## src/rtl/dma_chan_pkg.sv

```systemverilog
package dma_chan_pkg;

  localparam int CFG_W = 15;

  // configuration bit positions (decoded by software and the bench)
  localparam int B_EN   = 0;
  localparam int B_TCIE = 1;
  localparam int B_HTIE = 2;
  localparam int B_TEIE = 3;
  localparam int B_DIR  = 4;
  localparam int B_CIRC = 5;
  localparam int B_PINC = 6;
  localparam int B_MINC = 7;
  localparam int B_PSZ  = 8;
  localparam int B_MSZ  = 10;
  localparam int B_PRIO = 12;
  localparam int B_M2M  = 14;

  localparam logic [1:0] SEL_CFG   = 2'd0;
  localparam logic [1:0] SEL_CNT   = 2'd1;
  localparam logic [1:0] SEL_PADDR = 2'd2;
  localparam logic [1:0] SEL_MADDR = 2'd3;

  // flag positions
  localparam int F_ANY = 0;
  localparam int F_TC  = 1;
  localparam int F_HT  = 2;
  localparam int F_TE  = 3;

  typedef enum logic [1:0] {
    ST_IDLE = 2'd0,
    ST_RD   = 2'd1,
    ST_WR   = 2'd2
  } seq_st_e;

  function automatic logic [2:0] elem_bytes(input logic [1:0] code);
    case (code)
      2'b00:   elem_bytes = 3'd1;
      2'b01:   elem_bytes = 3'd2;
      default: elem_bytes = 3'd4;
    endcase
  endfunction

  function automatic logic [31:0] elem_mask(input logic [1:0] code);
    case (code)
      2'b00:   elem_mask = 32'h0000_00ff;
      2'b01:   elem_mask = 32'h0000_ffff;
      default: elem_mask = 32'hffff_ffff;
    endcase
  endfunction

endpackage

```

## src/rtl/dma_rst_sync.sv

```systemverilog
module dma_rst_sync #(
  parameter int STAGES = 2
) (
  input  logic clk,
  input  logic rst_ni,
  output logic rst_no
);

  logic [STAGES-1:0] sync_q;

  always_ff @(posedge clk or negedge rst_ni) begin
    if (!rst_ni) sync_q <= '0;
    else         sync_q <= {sync_q[STAGES-2:0], 1'b1};
  end

  assign rst_no = sync_q[STAGES-1];

endmodule

```

## src/rtl/dma_regs.sv

```systemverilog
module dma_regs
  import dma_chan_pkg::*;
#(
  parameter int ADDR_W = 32,
  parameter int CNT_W  = 16,
  parameter int DATA_W = 32
) (
  input  logic              clk,
  input  logic              rst_n,
  input  logic              reg_we,
  input  logic [1:0]        reg_sel,
  input  logic [DATA_W-1:0] reg_wdata,
  input  logic              elem_done,
  input  logic              err_hit,
  output logic [CFG_W-1:0]  cfg_q,
  output logic [CNT_W-1:0]  cur_cnt,
  output logic [ADDR_W-1:0] cur_paddr,
  output logic [ADDR_W-1:0] cur_maddr,
  output logic              cnt_nz,
  output logic              ht_evt,
  output logic              tc_evt
);

  logic [CFG_W-1:0]  cfg_d;
  logic [CNT_W-1:0]  prog_cnt_q, prog_cnt_d, cnt_d, cnt_dec;
  logic [ADDR_W-1:0] prog_pa_q, prog_pa_d, prog_ma_q, prog_ma_d;
  logic [ADDR_W-1:0] pa_d, ma_d, pa_step, ma_step;
  logic              last, reload, wr_open;

  assign cnt_dec = cur_cnt - CNT_W'(1);
  assign last    = (cur_cnt == CNT_W'(1));
  assign reload  = cfg_q[B_CIRC] && !cfg_q[B_M2M];
  assign wr_open = !cfg_q[B_EN];
  assign pa_step = cfg_q[B_PINC] ? ADDR_W'(elem_bytes(cfg_q[B_PSZ+:2])) : '0;
  assign ma_step = cfg_q[B_MINC] ? ADDR_W'(elem_bytes(cfg_q[B_MSZ+:2])) : '0;
  assign cnt_nz  = (cur_cnt != '0);
  assign ht_evt  = elem_done && (cnt_dec == (prog_cnt_q >> 1));
  assign tc_evt  = elem_done && last;

  always_comb begin
    cfg_d      = cfg_q;
    prog_cnt_d = prog_cnt_q;
    prog_pa_d  = prog_pa_q;
    prog_ma_d  = prog_ma_q;
    cnt_d      = cur_cnt;
    pa_d       = cur_paddr;
    ma_d       = cur_maddr;
    if (reg_we) begin
      case (reg_sel)
        SEL_CFG: begin
          if (wr_open) cfg_d = reg_wdata[CFG_W-1:0];
          else         cfg_d[B_TEIE:B_EN] = reg_wdata[B_TEIE:B_EN];
        end
        SEL_CNT: if (wr_open) begin
          prog_cnt_d = reg_wdata[CNT_W-1:0];
          cnt_d      = reg_wdata[CNT_W-1:0];
        end
        SEL_PADDR: if (wr_open) begin
          prog_pa_d = reg_wdata[ADDR_W-1:0];
          pa_d      = reg_wdata[ADDR_W-1:0];
        end
        default: if (wr_open) begin
          prog_ma_d = reg_wdata[ADDR_W-1:0];
          ma_d      = reg_wdata[ADDR_W-1:0];
        end
      endcase
    end
    if (elem_done) begin
      if (last && reload) begin
        cnt_d = prog_cnt_q;
        pa_d  = prog_pa_q;
        ma_d  = prog_ma_q;
      end else begin
        cnt_d = cnt_dec;
        pa_d  = cur_paddr + pa_step;
        ma_d  = cur_maddr + ma_step;
        if (last) cfg_d[B_EN] = 1'b0;
      end
    end
    if (err_hit) cfg_d[B_EN] = 1'b0;
  end

  always_ff @(posedge clk or negedge rst_n) begin
    if (!rst_n) begin
      cfg_q      <= '0;
      prog_cnt_q <= '0;
      prog_pa_q  <= '0;
      prog_ma_q  <= '0;
      cur_cnt    <= '0;
      cur_paddr  <= '0;
      cur_maddr  <= '0;
    end else begin
      cfg_q      <= cfg_d;
      prog_cnt_q <= prog_cnt_d;
      prog_pa_q  <= prog_pa_d;
      prog_ma_q  <= prog_ma_d;
      cur_cnt    <= cnt_d;
      cur_paddr  <= pa_d;
      cur_maddr  <= ma_d;
    end
  end

  // while running, only an element completion moves the count
  p_cnt_hold_r4: assert property (@(posedge clk) disable iff (!rst_n)
    cfg_q[B_EN] && !elem_done |=> $stable(cur_cnt));

  // last element outside circular operation turns the channel off
  p_stop_at_zero_r5: assert property (@(posedge clk) disable iff (!rst_n)
    elem_done && last && !reload |=> !cfg_q[B_EN]);

  // circular reload keeps the channel running with the programmed count
  p_reload_r7: assert property (@(posedge clk) disable iff (!rst_n)
    elem_done && last && reload && !err_hit && !(reg_we && reg_sel == SEL_CFG)
    |=> cfg_q[B_EN] && (cur_cnt == prog_cnt_q));

endmodule

```

## src/rtl/dma_seq.sv

```systemverilog
module dma_seq
  import dma_chan_pkg::*;
#(
  parameter int ADDR_W = 32,
  parameter int DATA_W = 32
) (
  input  logic              clk,
  input  logic              rst_n,
  input  logic              chan_en,
  input  logic              m2m,
  input  logic              dir,
  input  logic [1:0]        psize,
  input  logic [1:0]        msize,
  input  logic              cnt_nz,
  input  logic              periph_req,
  input  logic [ADDR_W-1:0] cur_paddr,
  input  logic [ADDR_W-1:0] cur_maddr,
  output logic              bus_req,
  output logic              bus_we,
  output logic [ADDR_W-1:0] bus_addr,
  output logic [1:0]        bus_size,
  output logic [DATA_W-1:0] bus_wdata,
  input  logic              bus_gnt,
  input  logic [DATA_W-1:0] bus_rdata,
  input  logic              bus_err,
  output logic              elem_done,
  output logic              err_hit,
  output logic              periph_ack
);

  seq_st_e           st_q, st_d;
  logic [DATA_W-1:0] data_q;
  logic              cap_en, go;
  logic [1:0]        src_sz, dst_sz;
  logic [ADDR_W-1:0] src_a, dst_a;

  assign src_sz = dir ? msize : psize;
  assign dst_sz = dir ? psize : msize;
  assign src_a  = dir ? cur_maddr : cur_paddr;
  assign dst_a  = dir ? cur_paddr : cur_maddr;
  assign go     = chan_en && cnt_nz && (m2m || periph_req);

  always_comb begin
    st_d      = st_q;
    cap_en    = 1'b0;
    elem_done = 1'b0;
    err_hit   = 1'b0;
    case (st_q)
      ST_IDLE: if (go) st_d = ST_RD;
      ST_RD: begin
        if (!chan_en) st_d = ST_IDLE;
        else if (bus_gnt) begin
          if (bus_err) begin
            err_hit = 1'b1;
            st_d    = ST_IDLE;
          end else begin
            cap_en = 1'b1;
            st_d   = ST_WR;
          end
        end
      end
      ST_WR: begin
        if (!chan_en) st_d = ST_IDLE;
        else if (bus_gnt) begin
          st_d = ST_IDLE;
          if (bus_err) err_hit   = 1'b1;
          else         elem_done = 1'b1;
        end
      end
      default: st_d = ST_IDLE;
    endcase
  end

  always_ff @(posedge clk or negedge rst_n) begin
    if (!rst_n) st_q <= ST_IDLE;
    else        st_q <= st_d;
  end

  always_ff @(posedge clk or negedge rst_n) begin
    if (!rst_n)      data_q <= '0;
    else if (cap_en) data_q <= bus_rdata & DATA_W'(elem_mask(src_sz));
  end

  assign bus_req    = (st_q != ST_IDLE);
  assign bus_we     = (st_q == ST_WR);
  assign bus_addr   = (st_q == ST_WR) ? dst_a : src_a;
  assign bus_size   = (st_q == ST_WR) ? dst_sz : src_sz;
  assign bus_wdata  = data_q;
  assign periph_ack = elem_done && !m2m;

  // a disabled channel stops requesting the bus
  p_off_no_req_r1: assert property (@(posedge clk) disable iff (!rst_n)
    !chan_en |=> !bus_req);

  // an accepted read beat is followed by the write beat
  p_wr_after_rd_r2: assert property (@(posedge clk) disable iff (!rst_n)
    bus_req && !bus_we && bus_gnt && !bus_err && chan_en |=> bus_req && bus_we);

  // in peripheral mode an idle channel waits for a request
  p_wait_req_r9: assert property (@(posedge clk) disable iff (!rst_n)
    !bus_req && !m2m && !periph_req |=> !bus_req);

  // a bus error ends the element at once
  p_err_abort_r11: assert property (@(posedge clk) disable iff (!rst_n)
    err_hit |=> !bus_req);

endmodule

```

## src/rtl/dma_flags.sv

```systemverilog
module dma_flags
  import dma_chan_pkg::*;
(
  input  logic       clk,
  input  logic       rst_n,
  input  logic       tc_evt,
  input  logic       ht_evt,
  input  logic       err_evt,
  input  logic       clr_we,
  input  logic [3:0] clr_bits,
  input  logic [2:0] irq_en,
  output logic [3:0] status,
  output logic       irq
);

  logic [2:0] flg_q, flg_d, set_v, clr_v;

  assign set_v = {err_evt, ht_evt, tc_evt};
  assign clr_v = !clr_we ? 3'b000 : (clr_bits[F_ANY] ? 3'b111 : clr_bits[F_TE:F_TC]);

  always_comb begin
    flg_d = (flg_q & ~clr_v) | set_v;
  end

  always_ff @(posedge clk or negedge rst_n) begin
    if (!rst_n) flg_q <= '0;
    else        flg_q <= flg_d;
  end

  assign status = {flg_q, |flg_q};
  assign irq    = |(flg_q & irq_en);

  // clearing through the any bit empties the whole group
  p_clear_all_r10: assert property (@(posedge clk) disable iff (!rst_n)
    clr_we && clr_bits[F_ANY] && !(|set_v) |=> status == 4'b0000);

  // a bus error always leaves the error flag set
  p_err_flag_r11: assert property (@(posedge clk) disable iff (!rst_n)
    err_evt |=> status[F_TE]);

  // the interrupt never fires without a raised flag
  p_irq_src_r12: assert property (@(posedge clk) disable iff (!rst_n)
    irq |-> status[F_ANY]);

endmodule

```

## src/rtl/dma_chan.sv

```systemverilog
module dma_chan
  import dma_chan_pkg::*;
#(
  parameter int ADDR_W = 32,
  parameter int DATA_W = 32,
  parameter int CNT_W  = 16
) (
  input  logic              clk,
  input  logic              rst_ni,
  input  logic              reg_we,
  input  logic [1:0]        reg_sel,
  input  logic [DATA_W-1:0] reg_wdata,
  input  logic              clr_we,
  input  logic [3:0]        clr_bits,
  input  logic              periph_req,
  output logic              periph_ack,
  output logic              bus_req,
  output logic              bus_we,
  output logic [ADDR_W-1:0] bus_addr,
  output logic [1:0]        bus_size,
  output logic [DATA_W-1:0] bus_wdata,
  input  logic              bus_gnt,
  input  logic [DATA_W-1:0] bus_rdata,
  input  logic              bus_err,
  output logic [CFG_W-1:0]  cfg_o,
  output logic [CNT_W-1:0]  cnt_o,
  output logic [ADDR_W-1:0] paddr_o,
  output logic [ADDR_W-1:0] maddr_o,
  output logic [3:0]        status_o,
  output logic [1:0]        prio_o,
  output logic              irq_o
);

  logic rst_n, elem_done, err_hit, cnt_nz, ht_evt, tc_evt;
  logic [CFG_W-1:0] cfg;

  dma_rst_sync #(.STAGES(2)) u_rst (
    .clk(clk), .rst_ni(rst_ni), .rst_no(rst_n)
  );

  dma_regs #(.ADDR_W(ADDR_W), .CNT_W(CNT_W), .DATA_W(DATA_W)) u_regs (
    .clk(clk), .rst_n(rst_n),
    .reg_we(reg_we), .reg_sel(reg_sel), .reg_wdata(reg_wdata),
    .elem_done(elem_done), .err_hit(err_hit),
    .cfg_q(cfg), .cur_cnt(cnt_o), .cur_paddr(paddr_o), .cur_maddr(maddr_o),
    .cnt_nz(cnt_nz), .ht_evt(ht_evt), .tc_evt(tc_evt)
  );

  dma_seq #(.ADDR_W(ADDR_W), .DATA_W(DATA_W)) u_seq (
    .clk(clk), .rst_n(rst_n),
    .chan_en(cfg[B_EN]), .m2m(cfg[B_M2M]), .dir(cfg[B_DIR]),
    .psize(cfg[B_PSZ+:2]), .msize(cfg[B_MSZ+:2]),
    .cnt_nz(cnt_nz), .periph_req(periph_req),
    .cur_paddr(paddr_o), .cur_maddr(maddr_o),
    .bus_req(bus_req), .bus_we(bus_we), .bus_addr(bus_addr),
    .bus_size(bus_size), .bus_wdata(bus_wdata),
    .bus_gnt(bus_gnt), .bus_rdata(bus_rdata), .bus_err(bus_err),
    .elem_done(elem_done), .err_hit(err_hit), .periph_ack(periph_ack)
  );

  dma_flags u_flags (
    .clk(clk), .rst_n(rst_n),
    .tc_evt(tc_evt), .ht_evt(ht_evt), .err_evt(err_hit),
    .clr_we(clr_we), .clr_bits(clr_bits),
    .irq_en({cfg[B_TEIE], cfg[B_HTIE], cfg[B_TCIE]}),
    .status(status_o), .irq(irq_o)
  );

  assign cfg_o  = cfg;
  assign prio_o = cfg[B_PRIO+:2];

endmodule

```

## config.mk

```make
export PLATFORM = sky130hd
export DESIGN_NAME = dma_chan
export DESIGN_NICKNAME = d
export VERILOG_FILES = /design/src/rtl/dma_chan_pkg.sv /design/src/rtl/dma_rst_sync.sv /design/src/rtl/dma_regs.sv /design/src/rtl/dma_seq.sv /design/src/rtl/dma_flags.sv /design/src/rtl/dma_chan.sv
export SDC_FILE = /design/constraint.sdc
export NUM_CORES = 1
export LEC_CHECK = 0
export ABC_AREA = 1
export BUFFER_PORTS_ARGS = -buffer_cell sky130_fd_sc_hd__buf_2
export CAP_MARGIN = 10
export CORE_MARGIN = 2
export CORE_UTILIZATION = 46
export CTS_CLUSTER_DIAMETER = 60
export DETAILED_ROUTE_END_ITERATION = 8
export PLACE_DENSITY = 0.67
export SYNTH_ARGS = -nofsm -noshare
export SYNTH_HDL_FRONTEND = slang
export SYNTH_SLANG_ARGS = --single-unit
```

## constraint.sdc

```tcl
create_clock -name clk -period 8.3 [get_ports clk]
set_input_delay 0.415 -clock clk [delete_from_list [all_inputs] [get_ports clk]]
set_output_delay 0.415 -clock clk [all_outputs]
set_load 0.02 [all_outputs]
```

After elaboration in Yosys (flattened, before gate mapping)
Index checks and enable logic that the tools add are counted.
Operators by class
  multiplexer cells: 50
  reductions and logical operators: 32
  eq/ne operators: 14
  add/sub/neg operators: 3
  bitwise logic cells: 7
Operators with widths (number)
  $mux 32: 13
  $mux 16: 5
  $add 32x32->32: 2
  $pmux 32 s2: 1
  $and 32x32->32: 1
  $reduce_and 3->1: 8
  $mux 2: 9
  $eq 16x1->1 const B: 1
  $eq 16x15->1: 1
  $reduce_bool 16->1: 1
  $sub 16x1->16 const B: 1
  $mux 1: 15
  $mux 3: 4
  $pmux 3 s2: 2
  $eq 2x1->1 const B: 5
  $logic_not 2->1: 5
  $reduce_or 3->1: 3
  $reduce_bool 2->1: 4
  $logic_and 1x1->1: 7
  $and 3x3->3: 2
  $ne 2x1->1 const B: 3
  $ne 3x3->1 const B: 2
  $pmux 2 s3: 1
  $eq 2x2->1 const B: 2
  7 further kinds: 8
Word-level totals
  bits of input ports: 77
  register bits: 214
  output and inout port bits: 171
  logic and storage cells: 119

Logic depth before layout (Yosys ltp)
Gate-level depths: netlist of the first run.
  depth in word-level cells: 7
  depth in mapped cells: 16
  mapped depth without buffers: 16

By module
A second synthesis of the first run with hierarchy kept.
Second synthesis, totals
  cell total of the unflattened synthesis: 1931
  area, all modules: 12973.7 µm²
By module, submodules not included
  dma_regs: sequential area each 4379.2 µm², cells each 1592, area each 10679.0 µm², instances 1
  dma_seq: sequential area each 850.8 µm², cells each 312, area each 2074.5 µm², instances 1
  dma_flags: sequential area each 75.1 µm², cells each 22, area each 151.4 µm², instances 1
  dma_rst_sync: sequential area each 50.0 µm², cells each 3, area each 53.8 µm², instances 1
  dma_chan: sequential area each 0.0 µm², cells each 2, area each 15.0 µm², instances 1

Worst setup path after synthesis of the first run
OpenSTA, ideal clock, no wires.
  path type: register -> register
  start: register u_regs.cfg_q[9]
  end: register u_regs.cur_paddr[26]
  path buffers: 0
  setup time: 0.138 ns
  arrival: 2.201 ns
  required time: 8.162 ns
  setup slack: 5.961 ns
  stages on the path, launching flop included: 15
  cells stage by stage: dfrtp_1 > nor3_1 > ha_1 > inv_1 > fa_1 > o21ai_1 > nand2_1 > nor2_2 > nand2_1 > inv_1 > nand2_1 > nand2_1 > nand3_1 > nand2_1 > a22oi_1
Between the ends
  word-level cells in the longest chain between the ends: 6
Ends and longest elaborated chain
  start: declaration: RTL line dma_regs.sv:15  | output logic [CFG_W-1:0] cfg_q,
  start signal: assignment: RTL line dma_regs.sv:93  | cfg_q <= cfg_d;
  $eq 2x1->1 or $logic_not 2->1 (tied branches): RTL line dma_chan_pkg.sv:37  | case (code)
  $pmux 3 s2 (*): RTL line dma_chan_pkg.sv:37
  $mux 3 (*): RTL line dma_regs.sv:34  | assign pa_step = cfg_q[B_PINC] ? ADDR_W'(elem_bytes(cfg_q[B_PSZ+:2])) : '0;
  $add 32x32->32 (*): RTL line dma_regs.sv:75  | pa_d = cur_paddr + pa_step;
  $mux 32 (*): RTL line dma_regs.sv:69  | if (last && reload) begin
  $mux 32 (*): RTL line dma_regs.sv:68  | if (elem_done) begin
  end signal: assignment: RTL line dma_regs.sv:98  | cur_paddr <= pa_d;
  end: declaration: RTL line dma_regs.sv:17  | output logic [ADDR_W-1:0] cur_paddr,
Mark *: on every way between the ends. The rest lies on a longest branch, timed or not.
A chain may end at the register's enable or synchronous reset.

Worst setup path after layout of the first run
  start: register u_seq.st_q[0]
  end: output port periph_ack
Between the ends
  word-level cells in the longest chain between the ends: 3
Ends and longest elaborated chain
  start: declaration: RTL line dma_seq.sv:31  | seq_st_e st_q, st_d;
  start signal: assignment: RTL line dma_seq.sv:76  | else st_q <= st_d;
  $eq 2x2->1: RTL line dma_seq.sv:48  | case (st_q)
  $mux 1: RTL line dma_seq.sv:48
  $logic_and 1x1->1: RTL line dma_seq.sv:89  | assign periph_ack = elem_done && !m2m;
  end: declaration: RTL line dma_chan.sv:16  | output logic periph_ack,
No other way between the ends.

==> results of run 1 <==
registers in the layout, indices dropped and copies added, names as in the netlist:
signal	cells
u_seq.st_q	2
u_seq.bus_wdata	32
u_regs.cur_cnt	16
u_regs.cur_maddr	32
u_regs.prog_cnt_q	16
u_regs.cur_paddr	32
u_regs.prog_pa_q	32
u_regs.prog_ma_q	32
u_regs.cfg_q	15
u_flags.flg_q	3
u_rst.sync_q	2
where the power goes:
part / switching (uW) / internal [uW]
registers: 564 / 1520
logic: 1980 / 929
clock network: 460 / 705
total: 3000 / 3160
timing repair:
item / in CTS / in global routing
hold buffers: 1 / 0
setup endpoints to repair: 0 / 0
gates resized for setup: 0 / 0
hold endpoints to repair: 2 / 0
placed cells by master, fill, tap and decap left out, types with 18 or more instances in the layout:
cell type	n
nand2_1	444
nor2_1	303
buf_2	247
dfrtp_1	213
inv_1	177
o21ai_0	172
nand3_1	90
a21oi_1	74
o21ai_1	27
clkbuf_16	25
xor2_1	22
o31ai_1	20
a22oi_1	18
a31oi_1	18
tightest hold or removal path, stage by stage:
cell,delay (ns)
buf_2,0.08
nand2_1,0.04
nand2_1,0.05
layer usage:
layer | up-vias | share of wire [%] | global-route usage [%]
met1 | 6009 | 46 | 47.0
met2 | 581 | 42 | 45.0
li1 | 6184 | - | -
met5 | - | 0 | 0
met3 | 61 | 9.7 | 5.62
met4 | 0 | 2.0 | 6.54
worst min-delay path by stage:
stage               slack, ns                 end    startpoint
global placement         0.20     u_rst.sync_q[0]        rst_ni
floorplan                0.12     u_rst.sync_q[0]        rst_ni
finish                   0.08  u_seq.bus_wdata[7]  bus_rdata[7]
CTS                      0.07  u_seq.bus_wdata[6]  bus_rdata[6]
global route             0.09  u_seq.bus_wdata[5]  bus_rdata[5]
detailed placement       0.20     u_rst.sync_q[0]        rst_ni
per-stage QoR:
step	util, %	setup slack (ns)	cells	cell area (sq um)
4_1_cts	55.3	4.80	2353	14900
6_report	55.3	4.79	2354	14900
2_1_floorplan	-	1.89	1787	12600
3_3_place_gp	52.0	5.23	2307	14000
5_1_grt	55.3	4.66	2354	14900
3_5_place_dp	52.0	5.09	2307	14000
cells by family after synthesis:
kind of cell,Yosys count
xor gates and xnor gates,27
adders and majority gates,13
DFF,214
buffers and inverters,268
muxes,2
AOI/OAI and AO/OA,351
other,1
and+or+nand+nor,911
final cells by class:
class                   instances  area, sq um  share of cell area [%]
well taps                     341          427                    2.86
clock buffers                  36          727                    4.87
inverters                     190          714                    4.79
multi-input cells            1305         6200                    41.6
flip-flops and latches        214         5360                    35.9
clock inverters                 9          141                   0.948
repair buffers                259         1340                    8.99
==> metrics, run 1 <==
status=finished clean; Hold Crit Depth=3; initial antenna violation count=0; total die area=~0.029 sq mm; # fillers=2674; EDFF count, synth=0; Slew @ Worst Pin=between 1 and 1.5 ns; main combinational cell family by area after synthesis=simple AND/OR/NAND/NOR gates; Synth top area share=between 40% and 50%; DR vias=between 10000 and 15000; clock transition at the registers of the reported paths=roughly 0.06 ns; Post-Syn Instances=1787; root buffer cell=clkbuf_16; mux share of post-synthesis cell area=0.178%; worst vdd ir=between 0.0002 and 0.00025 V; Max Clock Freq=285 MHz; hold crit path type=input port to register; final period utilization=42.3%; Setup Skew=0.00994 ns; register bit total from synthesis=around 210; dpl hpwl=between 30000 and 40000 um; Port Buffer Count=about 250; Avg WL per Cell=~19 um; gr usage total=a little under a third; CP max-delay cell=buf_4; first-pass GRT wire length=just under 70000 um; grt total ovfl=0; RR Startpoint=u_seq.st_q[0]; Synth cell types=49; Main synth FF type=dfrtp_1; # Post-CTS Setup Buffers=0; Yosys warning count=0; fin crit period=between 3 and 4 ns; Post-Route WL=44500 um; Via-to-Cell Ratio=between 5 and 6; startpoint types=register; Synth Area in Compound Gates=15.4%; R2R Setup Slk=between 5 and 6 ns; largest net degree at the start of global routing=158; normalized max-slew margin=a little over a quarter; Area contributors post-synth=dfrtp_1 (42%), nand2_1 (13%), nor2_1 (9.0%); CP Capture Type=output pin; # IOs=between 200 and 250; Critical path buffers and inverters=5; CP top delay family=buffers and inverters; most frequent cell after synthesis=nand2_1; Leak=between 0.007 and 0.008 uW; Syn Nets=~1900; core region area=0.0270 sq mm; CP Class=register to output pin; Simple-Gate Fraction of Synth Area=between 30% and 40%; H-tree level count=1; fin nets=about 2100; asr flop ratio synth=100%; cell taking the most area after synthesis=dfrtp_1; Clock Latency Late Sink=approximately 0.54 ns; Initial Utilization=46.8%; Num CTS Buffers=25; RSZ-0062 raised after global routing=no; top cells by instance count after synthesis=nand2_1 (444), nor2_1 (303), dfrtp_1 (214), inv_1 (177), o21ai_0 (172); CP max FO=between 70 and 80; Initial DRC Count=between 1000 and 1500; DRC Markers=0; Num Clock Sinks=214; FP Rows=60; Post-Synth Adder-Cell Area=~1.4%; die width=roughly 170 um; crit path from=u_seq.st_q[0]; worst path required time=7.89 ns; Crit path depth=9; final setup vio count=0; # Max-Cap Violations=0; Arr. time, crit path=between 3 and 4 ns; # diodes=0; final hold vios=0; max incr delay on CP=approximately 0.51 ns; vias in the first global route=around 12000; R2R depth=9; most used cell, CP=buf_4; GP Congestion=between 0.9 and 1; clk buf depth=3; DRT Pass-1 Iters=5; Final Max Tran Viols=0; Layout area overhead=18.2%; hold slack=about 0.081 ns; R2R Path End=u_regs.cur_paddr[16]; register area share after synthesis=between 40% and 50%; Final Power=approximately 6200 uW; die height=170 um; crit path cell chain=inv_1 > ha_1 > nand2_1 > nor2_8 > buf_4 > inv_2 > buf_4 > nor2_1 > buf_2; Cell Area, Synth=roughly 0.013 sq mm; setup TNS=0 ns; Avg Synthesized Cell Area=about 7 sq um; Final ANT Viol Nets=0; end of the critical path=periph_ack; CTS tree=done; xor and xnor area share after synthesis=under 10%; Power Dens Cells=just over 400 mW/mm^2; share of layout cells above drive strength 1=between 10% and 20%
(Power assumes the default switching activity.)
==> run 2: changes to the inputs <==
--- a/config.mk
+++ b/config.mk
@@ -5,14 +5,14 @@
 export SDC_FILE = /design/constraint.sdc
 export NUM_CORES = 1
 export LEC_CHECK = 0
-export ABC_AREA = 1
+export ABC_AREA = 0
 export BUFFER_PORTS_ARGS = -buffer_cell sky130_fd_sc_hd__buf_2
 export CAP_MARGIN = 10
 export CORE_MARGIN = 2
 export CORE_UTILIZATION = 46
 export CTS_CLUSTER_DIAMETER = 60
 export DETAILED_ROUTE_END_ITERATION = 8
-export PLACE_DENSITY = 0.67
+export PLACE_DENSITY = 0.68
 export SYNTH_ARGS = -nofsm -noshare
 export SYNTH_HDL_FRONTEND = slang
 export SYNTH_SLANG_ARGS = --single-unit
==> constraint.sdc (replaced) <==
create_clock -name clk -period 3.6 [get_ports clk]
set_input_delay 0.18 -clock clk [delete_from_list [all_inputs] [get_ports clk]]
set_output_delay 0.18 -clock clk [all_outputs]
set_load 0.02 [all_outputs]
==> metrics, run 2 <==
status=finished clean; Synth cell types=between 60 and 70; multi-input logic area=0.00601 sq mm; Cell Area, Synth=around 0.012 sq mm; # diodes=0; clock transition at the registers of the reported paths=around 0.06 ns; Max Clock Freq=about 320 MHz; register bit total from synthesis=between 200 and 250; Setup WS post-layout=0.489 ns; Num CTS Buffers=25; CP Class=register to register; CP Capture Type=register; RSZ-0062 raised after global routing=no; vias in the first global route=around 10000; Layout area overhead=25.4%; # fillers=between 2000 and 2500; H-tree level count=1; Final Max Tran Viols=0; dpl hpwl=about 25000 um; Final ANT Viol Nets=0; FP Rows=between 50 and 60; grt total ovfl=0; DR vias=10900; GP Congestion=0.878; most frequent cells in the layout=nand2_1 (330), buf_2 (247), dfrtp_1 (213), dlygate4sd3_1 (64), nor2_1 (55); hold crit path type=input port to register; post-CTS sizing=0; Via-to-Cell Ratio=approximately 5.7; DRC Markers=0; dpl ws=around 0.51 ns; # IOs=248; Placed Cells=approximately 1800; Yosys warning count=0; Post-Route WL=between 30000 and 40000 um; Clock Latency Late Sink=0.52 ns; largest net degree at the start of global routing=between 100 and 150; normalized max-slew margin=roughly 13%; Non-Filler Instances=between 1500 and 2000; asr flop ratio synth=100%; share of layout cells above drive strength 1=approximately 25%; Slew @ Worst Pin=1.29 ns; gr usage total=around 28%; clk buf depth=3; Leak=between 0.007 and 0.008 uW; final core occ=about three fifths; CP max FO=25; Main synth FF type=dfrtp_1; final hold vios=0; Post-Syn Instances=roughly 1300; final period utilization=between 80 and 90%; register area share after synthesis=around 45%; Area contributors post-synth=dfrtp_1 (45%), nand2_1 (10%), mux2_2 (5.1%); cell taking the most area after synthesis=dfrtp_1; FF+latch area=0.00536 sq mm; Port Buffer Count=about 250; root buffer cell=clkbuf_16; fin crit period=approximately 3.1 ns; Synth top area share=between 40% and 50%; Setup Skew=around 0.017 ns; total die area=around 0.027 sq mm; EDFF count, synth=0; first-pass GRT wire length=between 50000 and 60000 um; Avg WL per Cell=about 20 um; Initial Utilization=roughly 47%; Power Dens Cells=around 900 mW/mm^2; core region area=0.0252 sq mm; setup TNS=0 ns; startpoint types=register; commonest non-fill, non-tap cell in the layout=nand2_1; DRT Pass-1 Iters=5; fin nets=approximately 1700; initial antenna violation count=1; die width=about 160 um; CTS tree=done; Initial DRC Count=roughly 960; Syn Nets=about 1400; worst vdd ir=around 0.00068 V; final setup vio count=0; Num Clock Sinks=roughly 210; most frequent cell after synthesis=nand2_1; top cells by instance count after synthesis=nand2_1 (330), dfrtp_1 (214), clkbuf_1 (62), nor2_1 (55), mux2_2 (54); die height=~160 um; Avg Synthesized Cell Area=about 9 sq um; # Max-Cap Violations=0; worst path required time=between 3 and 4 ns; Arr. time, crit path=3.48 ns
-- run 2: changes by cell type after synthesis, sizes merged, moves of 32 or more --
cell and change:
inv -170, a21oi -32, nor2 -263, mux2 +52
o21ai -161, nand2 -118, nand3 -54
-- run 2: cell type report --
class	instances	area share, %
inverter	18	0.456
sequential	214	36.2
timing repair buffer	343	14.6
clock inverter	9	0.524
multi-input combinational	971	40.5
tap	330	2.79
clock buffer	35	4.88
-- run 2: worst paths after layout --
path | depth (start not counted) | slack (ns) | start | end
setup / recovery | 6 | 0.49 | u_regs.cur_cnt[8] | u_regs.cur_maddr[7]
hold / removal | 3 | 0.02 | reg_wdata[9] | u_regs.prog_cnt_q[9]
setup reg to reg | 6 | 0.49 | u_regs.cur_cnt[8] | u_regs.cur_maddr[7]
hold reg to reg | 0 | 0.35 | u_rst.sync_q[0] | u_rst.sync_q[1]
max in group asynchronous | 1 | 2.35 | u_rst.sync_q[1] | u_regs.prog_ma_q[27]
min in group asynchronous | 0 | 0.39 | u_rst.sync_q[1] | u_seq.bus_wdata[19]
-- run 2: where the power goes --
| part | switching [uW] | internal [uW] | total (uW) | leakage [uW] |
|---|---|---|---|---|
| Combinational | 3480 | 2490 | 5970 | 0.00422 |
| Clock | 1010 | 1470 | 2480 | 0.000402 |
| Sequential | 1430 | 3460 | 4900 | 0.00267 |
-- run 2: stage by stage --
stage	hold WS (ns)	instance area, sq um	power (uW)
after detailed placement	-0.0327	13400	10800
after global routing	0.0100	14800	14200
after CTS	0.00163	14800	13400
after floorplan	-0.116	11800	8720
final	0.0202	14800	13300
after global placement	-0.0349	13400	10700
-- run 2: logic make-up (layout without fill, tap and decap cells) --
group	after synthesis	after routing	synth area share (%)
buffers and inverters	108	405	4.04
muxes	70	70	6.50
DFF	214	214	45.3
xor gates and xnor gates	82	82	6.19
adders and majority gates	13	13	1.50
and+or+nand+nor	547	547	20.9
other	1	1	0.0317
AOI/OAI and AO/OA	258	258	15.5
-- run 2: timing repair --
action	4_1_cts	5_1_grt
hold endpoints to repair	88	0
hold buffers	64	0
buffers inserted	0	0
-- run 2: routing by layer --
layer / share of wire, % / wire, um / vias to the layer above / global-route usage (%)
li1: - / - / 5084 / -
met1: 42 / 16100 / 5261 / 37.9
met2: 47 / 18000 / 465 / 46.0
met3: 7.1 / 2690 / 74 / 4.02
met4: 3.2 / 1220 / 0 / 8.17
met5: 0 / 0 / - / 0
-- run 2: worst max-delay path: stages (launching register included) --
cell	delay, ns
dfrtp_1	0.50
or4_1	0.61
or3_4	0.43
or3_2	0.81
buf_12	0.29
a211oi_1	0.24
a31oi_1	0.07
